==> src/rtl/gdt_pkg.sv <==
// Package gdt_pkg
// Shared status bit positions and flag indices for the gated down-counter
// timer. Assumes the three sticky flags occupy status bits 0..2 in the same
// order as the interrupt enables, so one index serves both.
package gdt_pkg;
    localparam int ST_W     = 7;
    localparam int NFLAG    = 3;
    localparam int ST_TMO   = 0;
    localparam int ST_GATE  = 1;
    localparam int ST_CMP   = 2;
    localparam int ST_GLVL  = 3;
    localparam int ST_RUN   = 4;
    localparam int ST_OUT   = 5;
    localparam int ST_WIN   = 6;

    // Event pulses produced by the counter and gate logic for one clock.
    typedef struct packed {
        logic cmp;
        logic gate;
        logic tmo;
    } flag_ev_t;
endpackage

==> src/rtl/gdt_count_unit.sv <==
// Module gdt_count_unit
// Down-counter with run qualification, reload on a run-bit rise, timeout and
// compare event detection, compare-window flag and a toggling output level.
// Assumes all inputs are synchronous to clk.
module gdt_count_unit #(
    parameter int CNT_W = 16
) (
    input  logic             clk,
    input  logic             rst_n,
    input  logic             run_en,
    input  logic             clk_en,
    input  logic             gate_en,
    input  logic             gate_n,
    input  logic             count_stb,
    input  logic [CNT_W-1:0] cmp_val,
    output logic [CNT_W-1:0] cnt,
    output logic             cnt_on,
    output logic             step,
    output logic             reload,
    output logic             tmo_ev,
    output logic             cmp_ev,
    output logic             cmp_win,
    output logic             tout
);
    localparam logic [CNT_W-1:0] CNT_ONE  = CNT_W'(1);
    localparam logic [CNT_W-1:0] CNT_FULL = {CNT_W{1'b1}};

    logic             run_q;
    logic [CNT_W-1:0] cnt_dec;

    // Remember the previous run bit to spot its rising edge.
    always_ff @(posedge clk) begin
        if (!rst_n) run_q <= 1'b0;
        else        run_q <= run_en;
    end

    // Qualify counting and derive the per-clock events.
    always_comb begin
        reload  = run_en & ~run_q;
        cnt_on  = run_en & clk_en & (~gate_en | ~gate_n);
        step    = cnt_on & count_stb & ~reload;
        cnt_dec = cnt - CNT_ONE;
        tmo_ev  = step & (cnt == CNT_ONE);
        cmp_ev  = step & (cnt_dec == cmp_val);
        cmp_win = (cnt <= cmp_val);
    end

    // Counter register: reload wins over a step; a step at zero wraps.
    always_ff @(posedge clk) begin
        if (!rst_n)      cnt <= CNT_FULL;
        else if (reload) cnt <= CNT_FULL;
        else if (step)   cnt <= cnt_dec;
    end

    // Output level flips once per timeout.
    always_ff @(posedge clk) begin
        if (!rst_n)      tout <= 1'b0;
        else if (tmo_ev) tout <= ~tout;
    end
endmodule

==> src/rtl/gdt_gate_watch.sv <==
// Module gdt_gate_watch
// Detects any edge on the active-low gate input while gate control is on.
// Assumes gate_n is already synchronous and idles negated (high) in reset.
module gdt_gate_watch (
    input  logic clk,
    input  logic rst_n,
    input  logic gate_en,
    input  logic gate_n,
    output logic gate_ev
);
    logic gate_q;

    // Hold last gate level for edge comparison.
    always_ff @(posedge clk) begin
        if (!rst_n) gate_q <= 1'b1;
        else        gate_q <= gate_n;
    end

    // An edge counts only when gate control is enabled.
    always_comb gate_ev = gate_en & (gate_n ^ gate_q);
endmodule

==> src/rtl/gdt_flag_bank.sv <==
// Module gdt_flag_bank
// Sticky flags, set by event pulses and cleared by write-one strobes; a set
// in the same clock as a clear leaves the flag set.
module gdt_flag_bank #(
    parameter int NF = 3
) (
    input  logic          clk,
    input  logic          rst_n,
    input  logic [NF-1:0] set_ev,
    input  logic          clr_wr,
    input  logic [NF-1:0] clr_mask,
    output logic [NF-1:0] flags
);
    for (genvar i = 0; i < NF; i++) begin : g_flag
        // One sticky bit: set dominates, write-one clears.
        always_ff @(posedge clk) begin
            if (!rst_n) flags[i] <= 1'b0;
            else        flags[i] <= set_ev[i] | (flags[i] & ~(clr_wr & clr_mask[i]));
        end
    end
endmodule

==> src/rtl/gdt_irq_out.sv <==
// Module gdt_irq_out
// Registered interrupt request: OR of flags masked by their enables.
module gdt_irq_out #(
    parameter int NF = 3
) (
    input  logic          clk,
    input  logic          rst_n,
    input  logic [NF-1:0] flags,
    input  logic [NF-1:0] irq_en,
    output logic          irq
);
    // Sample the masked flags one clock after they change.
    always_ff @(posedge clk) begin
        if (!rst_n) irq <= 1'b0;
        else        irq <= |(flags & irq_en);
    end
endmodule

==> src/rtl/gdt_timer_core.sv <==
// Module gdt_timer_core
// Top of the gated down-counter timer: wires the counter, gate watcher,
// sticky flags and interrupt register, and assembles the status word.
// Assumes synchronous inputs and a synchronous active-low reset.
module gdt_timer_core
    import gdt_pkg::*;
#(
    parameter int CNT_W = 16
) (
    input  logic             clk,
    input  logic             rst_n,
    input  logic             run_en,
    input  logic             clk_en,
    input  logic             gate_en,
    input  logic             gate_n,
    input  logic             count_stb,
    input  logic [CNT_W-1:0] cmp_val,
    input  logic [2:0]       irq_en,
    input  logic             st_wr,
    input  logic [6:0]       st_wdata,
    output logic [6:0]       status,
    output logic [CNT_W-1:0] count,
    output logic             tout,
    output logic             irq
);
    logic             cnt_on_w, step_w, reload_w, tmo_ev_w, cmp_ev_w, cmp_win_w;
    logic             gate_ev_w;
    logic [NFLAG-1:0] flags_w;
    flag_ev_t         ev_w;

    gdt_count_unit #(.CNT_W(CNT_W)) u_cnt (
        .clk(clk), .rst_n(rst_n), .run_en(run_en), .clk_en(clk_en),
        .gate_en(gate_en), .gate_n(gate_n), .count_stb(count_stb),
        .cmp_val(cmp_val), .cnt(count), .cnt_on(cnt_on_w), .step(step_w),
        .reload(reload_w), .tmo_ev(tmo_ev_w), .cmp_ev(cmp_ev_w),
        .cmp_win(cmp_win_w), .tout(tout)
    );

    gdt_gate_watch u_gate (
        .clk(clk), .rst_n(rst_n), .gate_en(gate_en), .gate_n(gate_n),
        .gate_ev(gate_ev_w)
    );

    // Gather event pulses in flag order.
    always_comb begin
        ev_w.tmo  = tmo_ev_w;
        ev_w.gate = gate_ev_w;
        ev_w.cmp  = cmp_ev_w;
    end

    gdt_flag_bank #(.NF(NFLAG)) u_flags (
        .clk(clk), .rst_n(rst_n), .set_ev(ev_w), .clr_wr(st_wr),
        .clr_mask(st_wdata[NFLAG-1:0]), .flags(flags_w)
    );

    gdt_irq_out #(.NF(NFLAG)) u_irq (
        .clk(clk), .rst_n(rst_n), .flags(flags_w), .irq_en(irq_en), .irq(irq)
    );

    // Assemble the status word from flags and live conditions.
    always_comb begin
        status          = '0;
        status[ST_TMO]  = flags_w[ST_TMO];
        status[ST_GATE] = flags_w[ST_GATE];
        status[ST_CMP]  = flags_w[ST_CMP];
        status[ST_GLVL] = gate_n;
        status[ST_RUN]  = cnt_on_w;
        status[ST_OUT]  = tout;
        status[ST_WIN]  = cmp_win_w;
    end
endmodule

==> config.mk <==
export PLATFORM = sky130hd
export DESIGN_NAME = gdt_timer_core
export DESIGN_NICKNAME = d
export VERILOG_FILES = /design/src/rtl/gdt_pkg.sv /design/src/rtl/gdt_count_unit.sv /design/src/rtl/gdt_gate_watch.sv /design/src/rtl/gdt_flag_bank.sv /design/src/rtl/gdt_irq_out.sv /design/src/rtl/gdt_timer_core.sv
export SDC_FILE = /design/constraint.sdc
export NUM_CORES = 1
export LEC_CHECK = 0
export BUFFER_PORTS_ARGS = -buffer_cell sky130_fd_sc_hd__buf_4
export CORE_ASPECT_RATIO = 0.6
export CORE_MARGIN = 2
export CORE_UTILIZATION = 35
export DETAILED_ROUTE_END_ITERATION = 8
export PLACE_DENSITY = 0.7
export SYNTH_ARGS = -nofsm -noshare
export SYNTH_HDL_FRONTEND = slang
export SYNTH_SLANG_ARGS = --single-unit
==> constraint.sdc <==
create_clock -name clk -period 2.7 [get_ports clk]
set_input_delay 0.54 -clock clk [delete_from_list [all_inputs] [get_ports clk]]
set_output_delay 0.54 -clock clk [all_outputs]
set_load 0.005 [all_outputs]
==> results of run 1 <==
synthesized netlist by cell type, types with 2 or more instances:
master / instances
nand2_1: 28
dfxtp_1: 23
xnor2_1: 20
inv_1: 19
ha_1: 18
xor2_1: 14
o21ai_0: 12
a21oi_1: 11
nand3_1: 9
nor3_1: 8
nor2_1: 7
nor4_1: 6
buf_4: 5
clkbuf_1: 5
and2_1: 4
and3_1: 4
nor2b_1: 4
nand4_1: 3
o21a_1: 3
a211oi_1: 2
a21o_1: 2
a221oi_1: 2
a22oi_1: 2
a31oi_1: 2
buf_6: 2
nor3b_1: 2
o211ai_1: 2
or3_1: 2
or4_1: 2
or4_4: 2
kinds of logic after synthesis:
logic type                 synth area share (%)
and+or+nand+nor                           26.74
AOI/OAI and AO/OA                         14.93
xor gates and xnor gates                  15.19
buffers and inverters                     8.168
DFF                                       23.48
adders and majority gates                 11.49
how the worst max path moves through the flow:
stage                                          from        end  slack, ps  cells past startpoint
after floorplan                         cmp_val[10]  status[6]        320                      8
after global placement                   cmp_val[1]  status[6]          8                     10
after detailed placement                 cmp_val[1]  status[6]        -20                     10
after CTS                               cmp_val[10]  status[6]         50                      9
after global routing      u_cnt.cnt[0]$_SDFFE_PP1P_  status[6]        -40                      9
final                                   cmp_val[10]  status[6]         40                      9
worst max-delay path: stages:
cell,delay (ps)
buf_4,100
inv_1,70
ha_4,270
nand4_1,120
nor2_2,140
nand2_1,100
or4_4,540
o221ai_2,80
buf_4,140
registers in the layout, summed over array words and instances (netlist names):
signal / cells
u_irq.irq: 1
u_cnt.cnt: 16
u_flags.flags: 3
u_cnt.run_q: 1
u_gate.gate_q: 1
u_cnt.tout: 1
area by class of cell:
type / instances / share of cell area [%]
multi-input cells: 187 / 53.98
clock buffers: 4 / 1.768
inverters: 19 / 2.800
flip-flops and latches: 23 / 18.32
well taps: 69 / 3.389
repair buffers: 67 / 19.74
metrics by stage:
stage	setup WS, ps	cells	hold WS [ps]	utilization, %	area, sq um
2_1_floorplan	325.0	243	503.8	-	1961
3_3_place_gp	8.048	364	528.0	44.68	2454
3_5_place_dp	-19.80	364	546.5	44.68	2454
4_1_cts	45.45	368	487.2	45.55	2501
5_1_grt	-37.56	369	494.9	46.39	2547
6_report	43.50	369	495.5	46.39	2547
layer usage:
| metal | part of all wire (%) | wire length [microns] | track usage (%) |
|---|---|---|---|
| met5 | 0 | 0 | 0 |
| met4 | 0.83 | 44 | 3.914 |
| met3 | 9.5 | 502 | 4.810 |
| met2 | 41 | 2197 | 25.62 |
| met1 | 48 | 2554 | 25.79 |
repair_timing:
action                                  in CTS  in global routing
pin swaps                                    0                  2
buffers inserted                             0                  1
endpoints found under the setup margin       1                  1
gates resized for setup                      3                  9
power groups by stage:
| stage | Sequential [mW] | Clock (mW) | Combinational (mW) |
|---|---|---|---|
| after detailed placement | 0.353 | 0 | 0.136 |
| after CTS | 0.345 | 0.233 | 0.137 |
| after global placement | 0.353 | 0 | 0.133 |
| after floorplan | 0.352 | 0 | 0.0697 |
| final | 0.345 | 0.221 | 0.144 |
| after global routing | 0.346 | 0.249 | 0.159 |
==> metrics, run 1 <==
maxcap violations 0; DRC violations left 0; final net count 353; Critical Path Sink Type output port; Synth Register Bits 23; Mapped Cells 243; Initial Utilization 35.70%; Clock power frac 31.1%; WL final 5300 microns; largest cells by area after synthesis dfxtp_1 23%, ha_1 11%, xnor2_1 8.9%; DRT antenna net count 0; synthesized area 0.001961 sq mm; skew final 5.603 ps; dominant synthesized flop cell dfxtp_1; Core Area 0.005492 sq mm; Synthesized Nets 295; first-pass GRT wire length 8445 microns; commonest non-fill, non-tap cell in the layout buf_4; fillers 541; DRT iter0 DRCs 181; Slew HR 66.58%; largest net degree at the start of global routing 17; share of async-settable or async-resettable flops after synthesis 0%; wire per inst 14.36 microns; status complete, no violations; Num Clock Sinks 23; Max Slew Vio Count 0; Gate power share 20.3%; Worst Path Max Fanout 4; commonest non-fill, non-tap cells in the layout 67 x buf_4, 28 x nand2_1, 20 x xnor2_1; EDFF count, synth 0; antenna cells 0; Final setup viols 0; worst vdd ir 0.1342 mV; vias post-DR 1889; routability cong. 0.8457; Leak 1.072 nW; layout cells sized above 1 30.33%; R2R cell count 8; r2r setup slk 460 ps; Worst Min Path Start run_en; CP Launch Type input port; DIE AREA 0.006236 sq mm; Net Sw Frac 26.34%; post-synth top area share 23.48%; H-tree Lvls 1; I/O pin count 59; Hold Path Sink u_cnt.run_q$_SDFF_PN0_; Port Buffer Count 54; Crit path required time 2160 ps; Core Rows 21; sequential cell area 466.7 sq um; Final Cycle Share 98.39%; critical path class input port to output port; Net Sw Power 187.0 uW; Netlist cell types 48; CTS tree built; sequential share of power 48.6%; CP arrival 2120 ps; Hold Path Class input port to flop; vias per inst 5.119; CTS max path bufs 2; CTS clk-pin slew, worst paths 80 ps; PD cells 278.7 mW/mm^2; Fin. Hold Viols 0; RR Startpoint u_cnt.cnt[0]$_SDFFE_PP1P_; first drt pass iteration count 4; Worst R2R End u_flags.flags[2]$_SDFF_PN0_; synth-to-layout area growth 29.93%; Internal Power 522.9 uW; die height 61.98 microns; gr ovfl total 0; Avg Inst Size Synth 8.068 sq um; Final Power 709.9 uW; Worst Hold Path Cells 2; Worst Max-Slew Pin Slew 496.7 ps; area taken by multi-input logic gates 0.001375 sq mm; clk_lat worst skew 270 ps; dpl hpwl 4116 microns; setup_tns 0 ps; final worst path period need 2656 ps; antenna violations before repair 0; root buf cell clkbuf_8; vias in the first global route 1726; sequential share of the synthesized area 23.48%; synth warn 0; die span in x 100.6 microns; All-Layer GR Usage 17.57%; hold_buf cts 0; FMAX 376.4 MHz; leading area contributor after synthesis dfxtp_1; Num CTS Buffers 3
No activity file was read; power rests on OpenSTA's default activity.
==> run 2, diff against run 1 <==
--- a/config.mk
+++ b/config.mk
@@ -5,6 +5,7 @@
 export SDC_FILE = /design/constraint.sdc
 export NUM_CORES = 1
 export LEC_CHECK = 0
+export ABC_AREA = 1
 export BUFFER_PORTS_ARGS = -buffer_cell sky130_fd_sc_hd__buf_4
 export CORE_ASPECT_RATIO = 0.6
 export CORE_MARGIN = 2
==> run 2 against run 1 <==
Hold slack lost 39 ps. Final cell count increased by 25%. Total power increased by 5.5%. Clock power increased by 4%. Register-to-register slack improved by 250 ps. Sequential power is 3% higher. Wire length rose by 7.2%. Synthesized area is 4.3% higher. Maximum frequency is 3.4% higher. Worst setup slack improved by 87 ps. Utilization fell by 0.16 points. Synthesized cell count is 34% higher. Critical path type is now flop to output port.
==> metrics, run 2 <==
Port Buffer Count 54 (unchanged); CTS max path bufs 2 (unchanged); pre-CTS WS 265.8 ps (was -19.80 ps); post-route setup slack 130.6 ps (was 43.50 ps); Biggest register u_cnt.cnt (unchanged); setup_tns 0 ps (unchanged); Avg Inst Size Synth 6.294 sq um (was 8.068 sq um); Num Clock Sinks 23 (unchanged); max reg flops 16 (unchanged); I/O pin count 59 (unchanged); gr ovfl total 0 (unchanged); Initial Utilization 36.55% (was 35.70%); FMAX 389.2 MHz (was 376.4 MHz); PD cells 289.6 mW/mm^2 (was 278.7 mW/mm^2); CTS tree built (unchanged); DRT iter0 DRCs 126 (was 181); Leak 1.414 nW (was 1.072 nW); first-pass GRT wire length 9114 microns (was 8445 microns); Synth Register Bits 23 (unchanged); layout cells sized above 1 22.37% (was 30.33%); RSZ-0062 raised after global routing false; Max Slew Vio Count 0 (unchanged); Post-synth top cells 97 x nand2_1, 44 x inv_1, 40 x nand3_1 (was 28 x nand2_1, 23 x dfxtp_1, 20 x xnor2_1); commonest non-fill, non-tap cell in the layout nand2_1 (was buf_4); Final Cycle Share 95.16% (was 98.39%); first drt pass iteration count 4 (unchanged); worst vdd ir 0.1722 mV (was 0.1342 mV); post-synth top area share 22.51% (was 23.48%); commonest non-fill, non-tap cells in the layout 97 x nand2_1, 59 x buf_4, 44 x inv_1 (was 67 x buf_4, 28 x nand2_1, 20 x xnor2_1); post-CTS setup buffers 0 (unchanged); clk_lat worst skew 280 ps (was 270 ps); Crit path required time 2160 ps (about the same); final worst path period need 2569 ps (was 2656 ps); root buf cell clkbuf_8 (unchanged); CP arrival 2030 ps (was 2120 ps); maxcap violations 0 (unchanged); EDFF count, synth 0 (unchanged); dpl hpwl 4680 microns (was 4116 microns); fin util 46.23% (was 46.39%); vias post-DR 2197 (was 1889); CTS resizes 0 (was 3); Slew HR 77.30% (was 66.58%); WL final 5679 microns (was 5300 microns); sequential share of the synthesized area 22.51% (was 23.48%); synth warn 0 (unchanged); leading area contributor after synthesis dfxtp_1 (unchanged); CTS clk-pin slew, worst paths 90 ps (was 80 ps); DIE AREA 0.006493 sq mm (was 0.006236 sq mm); Hold Path Class input port to flop (unchanged); Final Power 749.2 uW (was 709.9 uW); Worst Max-Slew Pin Slew 340.6 ps (was 496.7 ps); largest cells by area after synthesis dfxtp_1 23%, nand2_1 18%, ha_1 11% (was dfxtp_1 23%, ha_1 11%, xnor2_1 8.9%); Worst Path Max Fanout 7 (was 4); Synthesized Nets 377 (was 295); biggest regs u_cnt.cnt: 16 flops, u_flags.flags: 3 flops (unchanged); share of async-settable or async-resettable flops after synthesis 0% (unchanged); Fin. Hold Viols 0 (unchanged); Hold WS 456.2 ps (was 495.5 ps); skew final 10.02 ps (was 5.603 ps); antenna cells 0 (unchanged); Core Area 0.005597 sq mm (was 0.005492 sq mm); antenna violations before repair 0 (unchanged); vias in the first global route 1922 (was 1726); Critical Path Sink Type output port (unchanged); critical path class flop to output port (was input port to output port); routability cong. 0.8998 (was 0.8457); area taken by multi-input logic gates 0.001373 sq mm (was 0.001375 sq mm); Netlist cell types 29 (was 48); Final setup viols 0 (unchanged); dominant synthesized flop cell dfxtp_1 (unchanged); DRC violations left 0 (unchanged); most common cell in the synthesized netlist nand2_1 (unchanged); H-tree Lvls 1 (unchanged); synth-to-layout area growth 26.48% (was 29.93%); synthesized area 0.002046 sq mm (was 0.001961 sq mm); sequential cell area 460.4 sq um (was 466.7 sq um); largest net degree at the start of global routing 17 (unchanged); CP Launch Type flop (was input port); fillers 591 (was 541); Mapped Cells 325 (was 243); status complete, no violations (unchanged); Core Rows 21 (unchanged); hold_buf cts 0 (unchanged); die span in x 102.7 microns (was 100.6 microns); die height 63.22 microns (was 61.98 microns); Num CTS Buffers 3 (unchanged); DRT antenna net count 0 (unchanged); wire per inst 12.35 microns (was 14.36 microns); final net count 433 (was 353); vias per inst 4.776 (was 5.119); All-Layer GR Usage 17.95% (was 17.57%)
==> run 2: area by class of cell <==
class                   count  share of cell area (%)
clock buffers               3                   1.596
clock inverters             1                  0.1934
inverters                  44                   6.383
multi-input cells         250                   53.05
flip-flops and latches     23                   17.79
well taps                  80                   3.868
repair buffers             59                   17.12
==> run 2: metrics by stage <==
step,cells,instance area (sq um)
6_report,460,2587
5_1_grt,460,2587
4_1_cts,460,2587
3_5_place_dp,456,2541
3_3_place_gp,456,2541
2_1_floorplan,325,2046
==> run 2: where the power goes <==
group          switching, mW  total (mW)  internal, mW
clock network          0.125       0.229         0.104
registers             0.0103       0.357         0.347
logic                 0.0840       0.163        0.0794
==> run 2: metal layers <==
metal	up-vias	wire, microns	track usage, %
li1	1161	-	-
met1	954	3024	29.15
met2	73	2136	24.67
met3	9	467	3.330
met4	0	51	2.000
met5	-	0	0
==> run 2: cells by family after synthesis <==
logic type | synth area share (%)
flip-flops | 22.51
buffers and inverters | 10.40
AO/OA/AOI/OAI | 10.34
adder cells (fa/ha/maj) | 11.01
AND/OR/NAND/NOR | 44.89
XOR/XNOR | 0.8564
==> run 2: path summary, 6_finish.rpt <==
| kind | slack (ps) | start | cells past startpoint | endpoint |
|---|---|---|---|---|
| min reg2reg | 500 | u_flags.flags[0]$_SDFF_PN0_ | 2 | u_flags.flags[0]$_SDFF_PN0_ |
| max reg2reg | 710 | u_cnt.cnt[0]$_SDFFE_PP1P_ | 15 | u_flags.flags[2]$_SDFF_PN0_ |
| min | 460 | run_en | 3 | u_cnt.run_q$_SDFF_PN0_ |
| max | 130 | u_cnt.cnt[9]$_SDFFE_PP1P_ | 9 | status[6] |
==> run 2: critical path: stages (launching register included) <==
cell and delay (ps):
dfxtp_1 500, ha_1 310, a21oi_1 230, nor2_1 60
a211oi_1 180, nor2_1 70, nor3_1 130, nand3_1 90
nand2_1 60, buf_4 100
